[src/rtl/einj_pkg.sv]
// einj_pkg: shared constants for the error injection matcher.
// Assumes a 4-bit register address space and 32-bit register data.
package einj_pkg;
    localparam int ADDR_W    = 4;
    localparam int DATA_W    = 32;
    localparam int WILD_BIT  = 31;
    localparam int NUM_FLD   = 6;
    localparam int FLD_BASE  = 8;
    localparam int TYPE_W    = 3;
    localparam int TB_REPEAT = 0;
    localparam int TB_ECC    = 1;
    localparam int TB_PAR    = 2;
    localparam logic [ADDR_W-1:0] A_ARM  = 4'h0;
    localparam logic [ADDR_W-1:0] A_TYPE = 4'h1;
    localparam logic [ADDR_W-1:0] A_SECT = 4'h2;
    localparam logic [ADDR_W-1:0] A_MASK = 4'h3;
endpackage

[src/rtl/einj_cfg_regs.sv]
// einj_cfg_regs: register file of the injection matcher.
// Holds the arm state, type, half-select, flip mask and six field registers
// (value + separate wildcard flag). A one-shot hit clears the arm state; a
// software write to the arm register in the same cycle takes precedence.
// Assumes MAXW <= 31 and ECC_W <= 32.
module einj_cfg_regs
    import einj_pkg::*;
#(
    parameter int NF    = NUM_FLD,
    parameter int MAXW  = 16,
    parameter int ECC_W = 16
) (
    input  logic                 clk,
    input  logic                 rst_n,
    input  logic                 wr_en,
    input  logic [ADDR_W-1:0]    wr_addr,
    input  logic [DATA_W-1:0]    wr_data,
    input  logic [ADDR_W-1:0]    rd_addr,
    output logic [DATA_W-1:0]    rd_data,
    input  logic                 hit,
    output logic                 armed,
    output logic                 ecc_on,
    output logic                 par_on,
    output logic [1:0]           sect,
    output logic [ECC_W-1:0]     ecc_mask,
    output logic [NF*MAXW-1:0]   fld_val,
    output logic [NF-1:0]        fld_wild
);
    logic [MAXW-1:0]   val_q [NF];
    logic [NF-1:0]     wild_q;
    logic              armed_q;
    logic [TYPE_W-1:0] typ_q;
    logic [1:0]        sect_q;
    logic [ECC_W-1:0]  ecc_q;
    logic              arm_wr;

    // Software access to the arm register
    assign arm_wr = wr_en && (wr_addr == A_ARM);

    // Register updates: reset to wildcard/disarmed, one-shot clear, writes
    always_ff @(posedge clk) begin
        if (!rst_n) begin
            for (int i = 0; i < NF; i++) val_q[i] <= '0;
            wild_q  <= '1;
            armed_q <= 1'b0;
            typ_q   <= '0;
            sect_q  <= '0;
            ecc_q   <= '0;
        end else begin
            if (hit && !typ_q[TB_REPEAT]) armed_q <= 1'b0;
            if (arm_wr) armed_q <= |wr_data;
            if (wr_en) begin
                if (wr_addr == A_TYPE) typ_q  <= wr_data[TYPE_W-1:0];
                if (wr_addr == A_SECT) sect_q <= wr_data[1:0];
                if (wr_addr == A_MASK) ecc_q  <= wr_data[ECC_W-1:0];
                for (int i = 0; i < NF; i++) begin
                    if (wr_addr == ADDR_W'(FLD_BASE + i)) begin
                        val_q[i]  <= wr_data[MAXW-1:0];
                        wild_q[i] <= wr_data[WILD_BIT];
                    end
                end
            end
        end
    end

    // Combinational readback of every register
    always_comb begin
        rd_data = '0;
        case (rd_addr)
            A_ARM:   rd_data[0]            = armed_q;
            A_TYPE:  rd_data[TYPE_W-1:0]   = typ_q;
            A_SECT:  rd_data[1:0]          = sect_q;
            A_MASK:  rd_data[ECC_W-1:0]    = ecc_q;
            default: rd_data               = '0;
        endcase
        for (int i = 0; i < NF; i++) begin
            if (rd_addr == ADDR_W'(FLD_BASE + i)) begin
                rd_data[MAXW-1:0] = val_q[i];
                rd_data[WILD_BIT] = wild_q[i];
            end
        end
    end

    // Flatten field values for the comparators
    always_comb begin
        for (int i = 0; i < NF; i++) fld_val[i*MAXW +: MAXW] = val_q[i];
    end

    assign fld_wild = wild_q;
    assign armed    = armed_q;
    assign ecc_on   = typ_q[TB_ECC];
    assign par_on   = typ_q[TB_PAR];
    assign sect     = sect_q;
    assign ecc_mask = ecc_q;


    oneshot_clear_chk: assert property (@(posedge clk) disable iff (!rst_n)
        (hit && !typ_q[TB_REPEAT] && !arm_wr) |=> !armed_q);

    repeat_hold_chk: assert property (@(posedge clk) disable iff (!rst_n)
        (armed_q && typ_q[TB_REPEAT] && !arm_wr) |=> armed_q);

    arm_set_chk: assert property (@(posedge clk) disable iff (!rst_n)
        (arm_wr && (|wr_data)) |=> armed_q);
endmodule

[src/rtl/einj_field_match.sv]
// einj_field_match: compares one address field against its programmed value.
// The field occupies the low W bits of a MAXW-wide lane; bits above W are
// ignored. A set wildcard flag forces a match.
module einj_field_match #(
    parameter int MAXW = 16,
    parameter int W    = 2
) (
    input  logic [MAXW-1:0] cfg_val,
    input  logic            wild,
    input  logic [MAXW-1:0] acc_val,
    output logic            match
);
    localparam logic [MAXW-1:0] FMASK = MAXW'((64'd1 << W) - 64'd1);

    // Masked equality or wildcard
    always_comb begin
        match = wild || (((cfg_val ^ acc_val) & FMASK) == '0);
    end
endmodule

[src/rtl/mem_err_inject.sv]
// mem_err_inject: matches write accesses against six programmable address
// fields and, when armed, emits a registered one-cycle strobe together with a
// check-bit XOR mask (half-selected) and a parity flip flag.
// Assumes ECC_W is even and every field width is at most 31 bits.
module mem_err_inject
    import einj_pkg::*;
#(
    parameter int DIMM_W = 2,
    parameter int RANK_W = 2,
    parameter int CHAN_W = 2,
    parameter int BANK_W = 3,
    parameter int PAGE_W = 16,
    parameter int COL_W  = 11,
    parameter int ECC_W  = 16
) (
    input  logic               clk,
    input  logic               rst_n,
    input  logic               cfg_we,
    input  logic [ADDR_W-1:0]  cfg_waddr,
    input  logic [DATA_W-1:0]  cfg_wdata,
    input  logic [ADDR_W-1:0]  cfg_raddr,
    output logic [DATA_W-1:0]  cfg_rdata,
    input  logic               acc_valid,
    input  logic               acc_write,
    input  logic [DIMM_W-1:0]  acc_dimm,
    input  logic [RANK_W-1:0]  acc_rank,
    input  logic [CHAN_W-1:0]  acc_chan,
    input  logic [BANK_W-1:0]  acc_bank,
    input  logic [PAGE_W-1:0]  acc_page,
    input  logic [COL_W-1:0]   acc_col,
    output logic               inj_strobe,
    output logic [ECC_W-1:0]   inj_mask,
    output logic               inj_parity
);
    function automatic int fld_w(int i);
        case (i)
            0: return DIMM_W;
            1: return RANK_W;
            2: return CHAN_W;
            3: return BANK_W;
            4: return PAGE_W;
            default: return COL_W;
        endcase
    endfunction

    function automatic int max_w();
        int m = 1;
        for (int i = 0; i < NUM_FLD; i++) if (fld_w(i) > m) m = fld_w(i);
        return m;
    endfunction

    localparam int MAXW = max_w();
    localparam int HALF = ECC_W / 2;

    logic [NUM_FLD*MAXW-1:0] fld_val;
    logic [NUM_FLD*MAXW-1:0] acc_lane;
    logic [NUM_FLD-1:0]      fld_wild;
    logic [NUM_FLD-1:0]      fld_hit;
    logic                    armed, ecc_on, par_on, hit;
    logic [1:0]              sect;
    logic [ECC_W-1:0]        ecc_mask, half_mask;

    einj_cfg_regs #(.NF(NUM_FLD), .MAXW(MAXW), .ECC_W(ECC_W)) u_regs (
        .clk(clk), .rst_n(rst_n),
        .wr_en(cfg_we), .wr_addr(cfg_waddr), .wr_data(cfg_wdata),
        .rd_addr(cfg_raddr), .rd_data(cfg_rdata),
        .hit(hit), .armed(armed), .ecc_on(ecc_on), .par_on(par_on),
        .sect(sect), .ecc_mask(ecc_mask),
        .fld_val(fld_val), .fld_wild(fld_wild)
    );

    // Zero-extend each access field into its lane
    assign acc_lane = {MAXW'(acc_col), MAXW'(acc_page), MAXW'(acc_bank),
                       MAXW'(acc_chan), MAXW'(acc_rank), MAXW'(acc_dimm)};

    for (genvar g = 0; g < NUM_FLD; g++) begin : g_fld
        einj_field_match #(.MAXW(MAXW), .W(fld_w(g))) u_cmp (
            .cfg_val(fld_val[g*MAXW +: MAXW]),
            .wild(fld_wild[g]),
            .acc_val(acc_lane[g*MAXW +: MAXW]),
            .match(fld_hit[g])
        );
    end

    // Injecting access: armed write with every field matching
    assign hit = armed && acc_valid && acc_write && (&fld_hit);

    // Half-select expands to a per-bit enable
    assign half_mask = {{HALF{sect[1]}}, {HALF{sect[0]}}};

    // Registered injection outputs
    always_ff @(posedge clk) begin
        if (!rst_n) begin
            inj_strobe <= 1'b0;
            inj_mask   <= '0;
            inj_parity <= 1'b0;
        end else begin
            inj_strobe <= hit;
            inj_mask   <= (hit && ecc_on) ? (ecc_mask & half_mask) : '0;
            inj_parity <= hit && par_on;
        end
    end


    strobe_source_chk: assert property (@(posedge clk) disable iff (!rst_n)
        inj_strobe |-> $past(armed && acc_valid && acc_write));

    no_read_inject_chk: assert property (@(posedge clk) disable iff (!rst_n)
        (acc_valid && !acc_write) |=> !inj_strobe);

    corrupt_needs_strobe_chk: assert property (@(posedge clk) disable iff (!rst_n)
        (inj_parity || (|inj_mask)) |-> inj_strobe);

    lower_half_quiet_chk: assert property (@(posedge clk) disable iff (!rst_n)
        (inj_strobe && !$past(sect[0])) |-> (inj_mask[HALF-1:0] == '0));

    upper_half_quiet_chk: assert property (@(posedge clk) disable iff (!rst_n)
        (inj_strobe && !$past(sect[1])) |-> (inj_mask[ECC_W-1:HALF] == '0));
endmodule

[config.mk]
export PLATFORM = sky130hd
export DESIGN_NAME = mem_err_inject
export DESIGN_NICKNAME = d
export VERILOG_FILES = /design/src/rtl/einj_pkg.sv /design/src/rtl/einj_cfg_regs.sv /design/src/rtl/einj_field_match.sv /design/src/rtl/mem_err_inject.sv
export SDC_FILE = /design/constraint.sdc
export NUM_CORES = 1
export LEC_CHECK = 0
export BUFFER_PORTS_ARGS = -buffer_cell sky130_fd_sc_hd__buf_2
export CORE_UTILIZATION = 35
export DETAILED_ROUTE_END_ITERATION = 10
export GPL_TIMING_DRIVEN = 0
export PLACE_DENSITY_LB_ADDON = 0.25
export SLEW_MARGIN = 25
export SYNTH_ARGS = -nofsm -noshare
export SYNTH_HDL_FRONTEND = slang
export SYNTH_SLANG_ARGS = --single-unit
[constraint.sdc]
create_clock -name clk -period 7.61 [get_ports clk]
set_clock_uncertainty 0.05 [all_clocks]
set_input_delay 1.1415 -clock clk [delete_from_list [all_inputs] [get_ports clk]]
set_output_delay 1.1415 -clock clk [all_outputs]
set_load 0.01 [all_outputs]
Word-level counts from Yosys, hierarchy flattened
Memory sizes are Yosys's and may differ from the RTL's.
Cells that the tools add are included.

word-level totals
  bits in registers = 46
  latch bits = 0
  bits in writable memories = 96
  ROM bits = 0
  word-level logic and storage cells = 129
  memories = 1

cells by class
  $add $sub $neg = 0
  multiply operators = 0
  divide/modulo/power cells = 0
  $lt $le $gt $ge = 0
  equality and inequality tests = 18
  shifts and indexed selects = 0
  mux-type cells = 49
  bitwise operators = 13
  reductions and logical operators = 35

memory list
  memory        depth  width  rd ports  clocked after memory_dff  wr ports  line                 source
  u_regs.val_q  6      16     6         0                         6         einj_cfg_regs.sv:29  logic [MAXW-1:0] val_q [NF];

operators by type and width
  kind                                           number
  2-to-1 mux 16 bit                              12
  logical NOT 16 bit                             6
  == test 4 bit, second input constant           12
  2-to-1 mux 1 bit                               33
  OR reduction 32 bit                            1
  AND reduction 2 bit                            10
  bitwise AND 16 bit                             1
  == test 4 x 2 -> 1 bit, second input constant  4
  XOR 16 bit                                     1
  2-to-1 mux 13 bit                              1
  XOR 11 bit                                     1
  == test 4 x 1 -> 1 bit, second input constant  2
  logical NOT 4 bit                              2
  logical AND 1 bit                              7
  logical OR 1 bit                               6
  OR 1 bit                                       6
  AND reduction 6 bit                            1
  XOR 2 bit                                      3
  one-hot mux 1 bit (4 select lines)             1
  one-hot mux 1 bit (3 select lines)             1
  XOR 3 bit                                      1
  one-hot mux 1 bit (2 select lines)             1
  nonzero test 2 bit                             1
  logical NOT 1 bit                              1

Depth between registers and ports, before layout
An unclocked memory read counts as a cell.

  word-level depth = 9
  depth in mapped cells = 6

Hierarchy
A second synthesis with hierarchy kept.

unflattened totals
  cell total of the unflattened synthesis = 638
  area, all modules = 7243.2 um2

by module, submodules not included
  module                                  times used  cells each  area an instance (um2)  sequential area each (um2)
  einj_cfg_regs                           1           521         6073.3                  3443.3
  mem_err_inject                          1           68          762.0                   360.3
  einj_field_match at g_fld[4].u_cmp      1           21          175.2                   0.0
  einj_field_match at g_fld[5].u_cmp      1           15          122.6                   0.0
  einj_field_match at g_fld[0].u_cmp ...  3           3           25.0                    0.0
  einj_field_match at g_fld[3].u_cmp      1           4           35.0                    0.0

Worst setup path before layout
OpenSTA, ideal clock, no wires.

  path kind = input to output
  start = input cfg_raddr[3]
  end = output cfg_rdata[14]
  arrival time = 2248 ps
  required time = 6418 ps
  slack = 4170 ps
  cell stages on the path = 6
  buffers on the path = 3
  cells stage by stage = buf_2 -> buf_2 -> buf_2 -> o21a_1 -> a21oi_1 -> o32ai_1

between the ends
  longest elaborated chain between the ends = 8
  elaborated cells between the ends (all ways) = 14
  those cells by class = eq/ne: 7; mux: 7

ends and longest elaborated chain
  item                             line                  source
  start: declaration               mem_err_inject.sv:21  input logic [ADDR_W-1:0] cfg_raddr,
  == test 4 x 2 -> 1 bit           einj_cfg_regs.sv:69   case (rd_addr)
  2-to-1 mux 13 bit                einj_cfg_regs.sv:69
  2-to-1 mux 16 bit (5 in series)  einj_cfg_regs.sv:77   if (rd_addr == ADDR_W'(FLD_BASE + i)) begin
  2-to-1 mux 16 bit (*)            einj_cfg_regs.sv:77
  end: declaration                 mem_err_inject.sv:22  output logic [DATA_W-1:0] cfg_rdata,

Every way passes the cells marked *; elsewhere a longest branch is shown, timed or not.

Worst setup path in the final report
  start = input cfg_raddr[0]
  end = output cfg_rdata[5]

The elaborated chain is that of the path after synthesis.

==> run summary <==
Result of the run - finished, final reports clean
Vias in the first global route - 4989
Root Driver - clkbuf_16
Worst path max stage delay - 360 ps
Die area - 20610 um2
Critical Path AT - 2960 ps
DP Cell Count - 1018
Initial Utilization - 35.92%
Port Buffer Count - 109
Worst-Margin Slew - 870.7 ps
Cell breakdown of the critical path - buf_2 -> buf_2 -> buf_2 -> buf_2 -> mux2i_1 -> o32ai_1 -> buf_2
Die Width - 143.6 um
Diode count - 0
Hold Crit Depth - 2
Max-cap violations - 0
Post-synth EDFFs - 96
Die Y - 143.6 um
Filler cell count - 1870
Share of Yosys cell area claimed by the top area cell type - 41.11%
WL/cell - 19.46 um
Top FF cell, synth - edfxtp_1
Maximum vdd drop - 0.1671 mV
Via density - 5.025
Total GRT Usage - 20.58%
Final period utilization - 54.60%
Via count - 5276
Fin worst setup slack - 3455 ps
Clock Path Buffers - 2
Area growth from synthesis to layout - 22.87%
Sequential-to-total area share from yosys stat - 54.24%
Setup crit end kind - output pin
Syn avg cell area - 11.22 um2
Final net count - 853
Total gr overflow - 0
Non-Filler Instances - 1050
Synthesized cell area - 7013 um2
CP startpoint kind - primary input
Share of flip-flops with an asynchronous set or reset - 0%
Postcts setup bufs - 0
DP HPWL - 15480 um
Global-route wire length before repair - 29970 um
Cts hold-fix bufs - 0
Critical path fanouts, max - 10
Synth Register Bits - 142
CP required - 6420 ps
Inserted Clock Buffers - 17
Peak Freq - 240.7 MHz
Slew margin rel. - 41.81%
Clk_lat worst skew - 430 ps
DRT iter0 DRCs - 463
Pwr dens - 216.8 nW/um2
Distinct cells, synth - 53
Routed Antenna Nets - 0
Final Hold Violating Endpoints - 0
RD Place Congestion - 0.8527
M1 GR Usage - 28.40%
Routing usage on met3 - 4.432%
Pre-CTS setup slack - 3458 ps
Yosys warns - 0
DRC errors left - 0
Initial antenna violation count - 0
Pins Over Slew Limit - 0
Maximum number of pins on one net before global-route repair - 18
Routed WL - 20430 um
Reg clk slew, reported paths - 60 ps
Crit Path Class - in -> out
Post-CTS sizing - 0
Synth area leaders - edfxtp_1 (41%), dfxtp_1 (13%), and2_1 (8.8%)
I/O Pins - 131
CP max-delay cell - buf_2
Clock sinks - 142
CP dominant cell by count - buf_2
Hold/Removal Path Class - reg -> reg
Final setup fails - 0
Crit path time final - 4155 ps
M2 GR Usage - 31.60%
Share of cells above drive strength 1 - 27.39%
Static Leakage - 0.003527 uW
H-tree levels - 4
Gr busiest metal - met2
Path depth of the worst reg2reg path - 6
Core Box Area - 19530 um2
Setup TNS - 0 ps
Gate Count Post-Synth - 625
CTS tree - built
RSZ-0062 raised after global routing - no
# rows - 51
First drt pass iteration count - 5
Synth area leader - edfxtp_1
registers in the layout, indices dropped and copies added (netlist names):
| signal | cells |
|---|---|
| u_regs.fld_wild | 6 |
| inj_parity | 1 |
| u_regs.sect | 2 |
| u_regs.typ_q | 3 |
| inj_mask | 16 |
| u_regs.val_q | 96 |
| u_regs.armed | 1 |
| u_regs.ecc_mask | 16 |
| inj_strobe | 1 |
area by class of cell:
class | count | area (um2) | share of cell area (%)
clock inverter | 10 | 73.82 | 0.8567
inverter | 10 | 37.54 | 0.4356
tap | 265 | 331.6 | 3.848
timing repair buffer | 114 | 609.3 | 7.071
clock buffer | 22 | 508.0 | 5.895
multi-input combinational | 439 | 2985 | 34.64
sequential | 142 | 3804 | 44.14
buffer | 48 | 267.8 | 3.107
synthesized netlist by cell type, drive strengths merged (11+ instances only):
cell / count
nor2: 55
nor3: 24
a22o: 11
buf: 38
dfxtp: 46
nand2: 31
xor2: 27
edfxtp: 96
and2: 99
nor4: 15
a21oi: 20
mux2i: 38
o21ai: 26
final timing paths:
kind	endpoint	startpoint	slack (ps)
worst max-delay path	cfg_rdata[5]	cfg_raddr[0]	3460
worst min-delay path	inj_mask[1]$_SDFF_PN0_	u_regs.ecc_mask[1]$_SDFFE_PN0P_	430
worst max register to register	inj_mask[2]$_SDFF_PN0_	u_regs.val_q[0][64]$_SDFFCE_PN0P_	5440
worst min register to register	inj_mask[1]$_SDFF_PN0_	u_regs.ecc_mask[1]$_SDFFE_PN0P_	430
layer usage:
metal | up-vias | wire length [um]
li1 | 2500 | -
met1 | 2522 | 9269
met2 | 227 | 9282
met3 | 27 | 1435
met4 | 0 | 446
met5 | - | 0
kinds of logic (layout without fill, tap and decap cells):
kind of cell | Yosys count | count (layout) | share of synthesized area (%)
AO/OA/AOI/OAI | 97 | 97 | 9.224
multiplexers | 43 | 43 | 6.869
buffers and inverters | 58 | 204 | 4.353
flip-flops | 142 | 142 | 54.24
other | 1 | 15 | 0.05347
XOR/XNOR | 36 | 36 | 4.496
AND/OR/NAND/NOR | 248 | 248 | 20.77
critical path: cells and delay by family:
family | cells | cell delay (ps)
buf+inv | 5 | 1230
mux | 1 | 360
compound gates | 1 | 210
per-stage QoR:
step | hold slack [ps] | utilization (%) | power, uW | cell area [um2]
2_1_floorplan | 377.0 | - | 984.8 | 7066
3_3_place_gp | 417.1 | 40.68 | 1067 | 7943
3_5_place_dp | 414.9 | 41.15 | 1072 | 8035
4_1_cts | 424.6 | 44.13 | 1872 | 8617
5_1_grt | 448.0 | 44.13 | 1927 | 8617
6_report | 426.0 | 44.13 | 1868 | 8617
placed cells by master, fill, tap and decap left out, types with 5 or more instances in the layout:
cell	n
clkbuf_1	12
and2_1	99
nor3_2	11
a22o_1	11
clkbuf_16	20
edfxtp_1	96
nor2_1	51
buf_4	15
o21ai_0	22
xnor2_1	9
a21o_1	5
nor3_1	12
o32ai_1	5
conb_1	15
nand2_1	31
a21oi_1	20
inv_1	9
a22oi_1	8
dfxtp_1	46
xor2_1	27
buf_2	128
a221oi_1	5
o21a_1	5
mux2i_1	38
nor4_1	14
power breakdown:
part           internal (uW)  leakage, uW  switching (uW)
logic                   70.7      0.00195             112
registers                857      0.00129            17.4
clock network            478     0.000291             334
total                   1400      0.00353             463
Note: power is estimated with default switching activity, not from simulation.
